`src/rtl/can_bit_timer.sv`:
```
module can_bit_timer #(
  parameter int SYNC_STAGES = 2
) (
  input  logic        clk,
  input  logic        rst_n,
  input  logic        rx_raw,
  input  logic [14:0] cfg_word,
  input  logic        hsync_en,
  output logic        tq_tick,
  output logic        sample_pt,
  output logic        rx_bit,
  output logic        tx_pt
);

  localparam int QW = 5;

  typedef enum logic [1:0] {ST_SYNC, ST_SEG1, ST_SEG2} seg_t;

  logic [SYNC_STAGES-1:0] sync_q;
  logic                   rx_s;
  logic [5:0]             presc_q;
  logic [5:0]             brp_m1;
  logic [QW-1:0]          sjw, tseg1, tseg2;
  seg_t                   seg_q, seg_d;
  logic [QW-1:0]          cnt_q, cnt_d, lim_q, lim_d, cnt_inc;
  logic [QW-1:0]          err_early, adj_late, lim_tmp;
  logic                   skip_q, skip_d, synced_q, synced_d, skip_tmp;
  logic                   edge_det, sp_d, bs_d;

  assign brp_m1  = cfg_word[5:0];
  assign sjw     = {3'b000, cfg_word[7:6]}  + QW'(1);
  assign tseg1   = {1'b0,   cfg_word[11:8]} + QW'(1);
  assign tseg2   = {2'b00,  cfg_word[14:12]} + QW'(1);

  assign rx_s    = sync_q[SYNC_STAGES-1];
  assign tq_tick = (presc_q >= brp_m1);

  assign cnt_inc   = cnt_q + QW'(1);
  assign err_early = tseg2 - cnt_q;
  assign adj_late  = (cnt_inc < sjw) ? cnt_inc : sjw;
  assign edge_det  = rx_bit && !rx_s && !synced_q;

  always_comb begin
    seg_d    = seg_q;
    cnt_d    = cnt_q;
    lim_d    = lim_q;
    skip_d   = skip_q;
    synced_d = synced_q;
    sp_d     = 1'b0;
    bs_d     = 1'b0;
    lim_tmp  = lim_q;
    skip_tmp = skip_q;
    if (tq_tick) begin
      unique case (seg_q)
        ST_SYNC: begin
          seg_d  = ST_SEG1;
          cnt_d  = '0;
          lim_d  = tseg1;
          skip_d = 1'b0;
          if (edge_det) synced_d = 1'b1;
        end
        ST_SEG1: begin
          if (edge_det && hsync_en) begin
            cnt_d    = '0;
            lim_d    = tseg1;
            synced_d = 1'b1;
            bs_d     = 1'b1;
          end else begin
            if (edge_det) begin
              lim_tmp  = tseg1 + adj_late;
              synced_d = 1'b1;
            end
            if (cnt_inc >= lim_tmp) begin
              seg_d    = ST_SEG2;
              cnt_d    = '0;
              lim_d    = tseg2;
              sp_d     = 1'b1;
              synced_d = 1'b0;
            end else begin
              cnt_d = cnt_inc;
              lim_d = lim_tmp;
            end
          end
        end
        default: begin
          if (edge_det && (hsync_en || err_early <= sjw)) begin
            seg_d    = ST_SEG1;
            cnt_d    = '0;
            lim_d    = tseg1;
            skip_d   = 1'b0;
            synced_d = 1'b1;
            bs_d     = 1'b1;
          end else begin
            if (edge_det) begin
              lim_tmp  = tseg2 + QW'(1) - sjw;
              skip_tmp = 1'b1;
              synced_d = 1'b1;
            end
            if (cnt_inc >= lim_tmp) begin
              bs_d   = 1'b1;
              cnt_d  = '0;
              skip_d = 1'b0;
              lim_d  = tseg1;
              seg_d  = skip_tmp ? ST_SEG1 : ST_SYNC;
            end else begin
              cnt_d  = cnt_inc;
              lim_d  = lim_tmp;
              skip_d = skip_tmp;
            end
          end
        end
      endcase
    end
  end

  always_ff @(posedge clk or negedge rst_n) begin
    if (!rst_n) begin
      sync_q    <= '1;
      presc_q   <= '0;
      seg_q     <= ST_SYNC;
      cnt_q     <= '0;
      lim_q     <= '0;
      skip_q    <= 1'b0;
      synced_q  <= 1'b0;
      sample_pt <= 1'b0;
      tx_pt     <= 1'b0;
      rx_bit    <= 1'b1;
    end else begin
      sync_q    <= {sync_q[SYNC_STAGES-2:0], rx_raw};
      presc_q   <= tq_tick ? '0 : presc_q + 6'd1;
      seg_q     <= seg_d;
      cnt_q     <= cnt_d;
      lim_q     <= lim_d;
      skip_q    <= skip_d;
      synced_q  <= synced_d;
      sample_pt <= sp_d;
      tx_pt     <= bs_d;
      if (sp_d) rx_bit <= rx_s;
    end
  end

endmodule


```
`config.mk`:
```
export PLATFORM = sky130hd
export DESIGN_NAME = can_bit_timer
export DESIGN_NICKNAME = d
export VERILOG_FILES = /design/src/rtl/can_bit_timer.sv
export SDC_FILE = /design/constraint.sdc
export NUM_CORES = 1
export LEC_CHECK = 0
export BUFFER_PORTS_ARGS = -buffer_cell sky130_fd_sc_hd__buf_2
export CAP_MARGIN = 10
export CORE_MARGIN = 8
export CORE_UTILIZATION = 45
export CTS_CLUSTER_SIZE = 8
export DETAILED_ROUTE_END_ITERATION = 7
export PLACE_DENSITY = 0.69
export SYNTH_ARGS = -nofsm -noshare
export SYNTH_HDL_FRONTEND = slang
export SYNTH_SLANG_ARGS = --single-unit
```
`constraint.sdc`:
```
create_clock -name clk -period 5.3 [get_ports clk]
set_input_delay 1.325 -clock clk [delete_from_list [all_inputs] [get_ports clk]]
set_output_delay 1.325 -clock clk [all_outputs]
set_load 0.03 [all_outputs]
```
==> results.md <==
* Synth Area in Simple Gates at 15.3%
* LEAKAGE at 1.35 nW
* Int Pwr at 0.675 mW
* Top_reg_cell synth: dfrtp_1
* DP HPWL at 4.49 mm
* Clock Latency Late Sink at 270 ps
* Die X at 89.6 um
* Post-synth EDFFs at 0
* Netlist Area Pre-Place at 2440 um2
* Post-synth ARST share at 100%
* Hold-fix buffers at CTS at 0
* Syn Nets at 332
* Slowest cell delay on critical path at 410 ps
* #FFs+latches synth at 25
* Reg2Reg Depth at 18
* Synth top area cells: dfrtp_1 23%, ha_1 19%, a21oi_1 5.1%, inv_1 3.7%, xor2_1 3.6%
* Final period util at 94.9%
* Largest family of logic cells by synthesized area: adder cells
* Slowest stage cell on the critical path: fa_1
* Placed Area at 2680 um2
* Synth Area in XOR/XNOR at 6.47%
* Num rows at 26
* Sink Count at 25
* Number of violations reported at the end of detailed-routing iteration 0 at 152
* Synth top cells by count: 37 x ha_1, 25 x a21oi_1, 24 x inv_1
* Multiplexer area fraction after synthesis at 5.60%
* Htree depth at 1
* Synthesis Warnings at 0
* Sw Share at 46.3%
* Die H at 89.6 um
* Layout cells sized above 1 at 19.1%
* Syn avg cell area at 8.92 um2
* CP Max Fanout at 6
* DR WL/cell at 15.2 um
* Crit. path cell count at 20
* Fin. Hold Viols at 0
* Post-DRT Antenna Nets at 0
* Post-route cell area at 2760 um2
* Worst min path class: reg -> reg
* Cts bufs inserted at 3
* Post-Synth Adder-Cell Area at 22.8%
* Post-route DRC at 0
* CTS clock-pin slew for the worst setup and hold paths at 90 ps
* Top Family by Delay on Critical Path: adder cells
* Largest area contributor in the synthesized netlist: dfrtp_1
* I/O pins at 23
* Total power at 1.26 mW
* Top-area cell type share of the netlist area at 22.6%
* Final slew viol count at 0
* Initial antenna violation count at 0
* Total grt overflow at 0
* WP buf/inv at 3
* Post-synthesis sequential area ratio at 25.8%
* Worst setup path class: in -> reg
* Library cells used by synthesis at 53
* Critical path launch point type: input pin
* Gate Count Post-Synth at 273
* Fin nets at 363
* Hold depth at 0
* PD cells at 456 nW/um2
* Starting Density at 47.1%
* Via Count at 2,054
* Layout Skew at 4.25 ps
* Critical path capture point type: flip-flop
* Final setup viols at 0
* Max transition margin at 55.6%
* GRT Resource Usage Total at 15.1%
* Worst-margin pin slew at 664 ps
* Status: finished clean
* First-pass GRT wire length at 9.57 mm
* P_sw at 0.581 mW
* Vias per cell at 5.51
* Vias in the first global route at 2,024
* CP cell instances: buf_2 -> ha_1 -> inv_1 -> ha_1 -> a21oi_1 -> maj3_1 -> nand3_1 -> mux2_2 -> fa_1 -> a21o_1 -> a21oi_2 -> xor2_1 -> a21oi_1 -> ha_1 -> a21oi_2 -> o21ai_4 -> a21oi_1 -> buf_4 -> a21boi_2 -> o31ai_1
* Area delta synth->final at 13.1%
* CP arrival at 5210 ps
* Std-Cell Core Area at 5170 um2
* DRT Pass-1 Iters at 4
* Crit path required time at 5480 ps
* Die area at 8020 um2
* Max-cap violations at 0
* Synth Area in Compound Gates at 19.0%
* Combinational share of power at 64.7%
* Antenna diodes at 0
* Most frequent cell after synthesis: ha_1
* Final Util at 53.3%
* Detailed Route WL at 5.69 mm
* Root Buffer: clkbuf_8
* Fmax at 199 MHz
* CTS tree: built
* Pin count of the biggest net entering global routing at 28
* Maximum vdd drop at 0.000223 V
* Placer Congestion at 1.02
* Clock Path Buffers at 2
* Clk pwr share at 9.1%
* Minimum clock period at 5030 ps
* PortBufs at 22
* Sequential share of power at 26.2%
## stage by stage
| stage | setup slack, ps | setup TNS, ps | hold slack [ps] | std cells |
|---|---|---|---|---|
| after detailed placement | -87.8 | -327 | 349 | 368 |
| final | 269 | 0 | 360 | 373 |
| after floorplan | 243 | 0 | 345 | 273 |
| after CTS | 191 | 0 | 362 | 372 |
| after global placement | 12.2 | 0 | 350 | 368 |
| after global routing | -27.6 | -27.6 | 367 | 373 |
## cell type report
class | count | area [um2]
flip-flops and latches | 25 | 629
repair buffers | 33 | 193
well taps | 70 | 87.6
clock buffers | 4 | 45.0
inverters | 25 | 93.8
multi-input cells | 216 | 1710
fillers | 466 | 2420
## cells by family (layout without fill, tap and decap cells)
group | after synthesis | after routing
simple gates | 75 | 75
compound gates | 67 | 67
fa+ha+maj | 43 | 43
buf+inv | 32 | 62
flops | 25 | 25
xor+xnor | 18 | 18
mux | 12 | 12
other cells | 1 | 1
## power groups by stage
stage | combinational (mW) | clock [mW] | sequential (mW)
after global routing | 0.916 | 0.124 | 0.340
final | 0.813 | 0.114 | 0.330
after floorplan | 0.615 | 0 | 0.313
after detailed placement | 0.796 | 0 | 0.332
after global placement | 0.778 | 0 | 0.331
after CTS | 0.802 | 0.119 | 0.329
## worst register-to-register path, delay by kind of cell, from the launching register on
kind | cells | cell delay (ps)
buffers and inverters | 1 | 150
adders and majority gates | 5 | 1830
muxes | 1 | 380
xor gates and xnor gates | 1 | 180
AOI/OAI and AO/OA | 9 | 1260
DFF | 1 | 520
and+or+nand+nor | 1 | 140
## final timing paths
path / start / endpoint / slack (ps)
min in group asynchronous: rst_n / cnt_q[0] / 1040
max in group asynchronous: rst_n / rx_bit / 3880
min: sync_q[0] / sync_q[1] / 360
min reg2reg: sync_q[0] / sync_q[1] / 360
max: cfg_word[6] / cnt_q[4] / 270
max reg2reg: cnt_q[0] / cnt_q[4] / 750
## repair_timing
action | in CTS | in global routing
gates resized for setup | 0 | 5
setup buffers | 0 | 1
endpoints found under the setup margin | 0 | 7
## routing by layer
metal | up-vias | global-route usage (%) | share of wire (%)
met3 | 4 | 2.37 | 5.1
met4 | 0 | 2.87 | 0.60
met5 | - | 0 | 0
li1 | 1026 | - | -
met1 | 974 | 20.4 | 48
met2 | 50 | 24.8 | 47
## cell usage in the layout (no fill, tap or decap), types with 4 or more instances in the layout
master    instances
inv_1            24
dfrtp_1          22
mux2i_1           5
nand3_1          12
buf_4            11
o21ai_0           8
nor2_1           17
xor2_1           10
a31oi_1           4
xnor2_1           8
nand2_1          20
ha_1             37
and2_1            4
a21o_1            6
nor2b_1           4
nand2b_1          6
a21oi_1          23
buf_2            22
## state kept, by name, indices dropped and copies added, names as in the netlist
name,cells
sync_q,2
cnt_q,5
seg_q,2
sample_pt,1
rx_bit,1
synced_q,1
skip_q,1
lim_q,5
presc_q,6
tx_pt,1
Note: power is estimated with default switching activity, not from simulation.
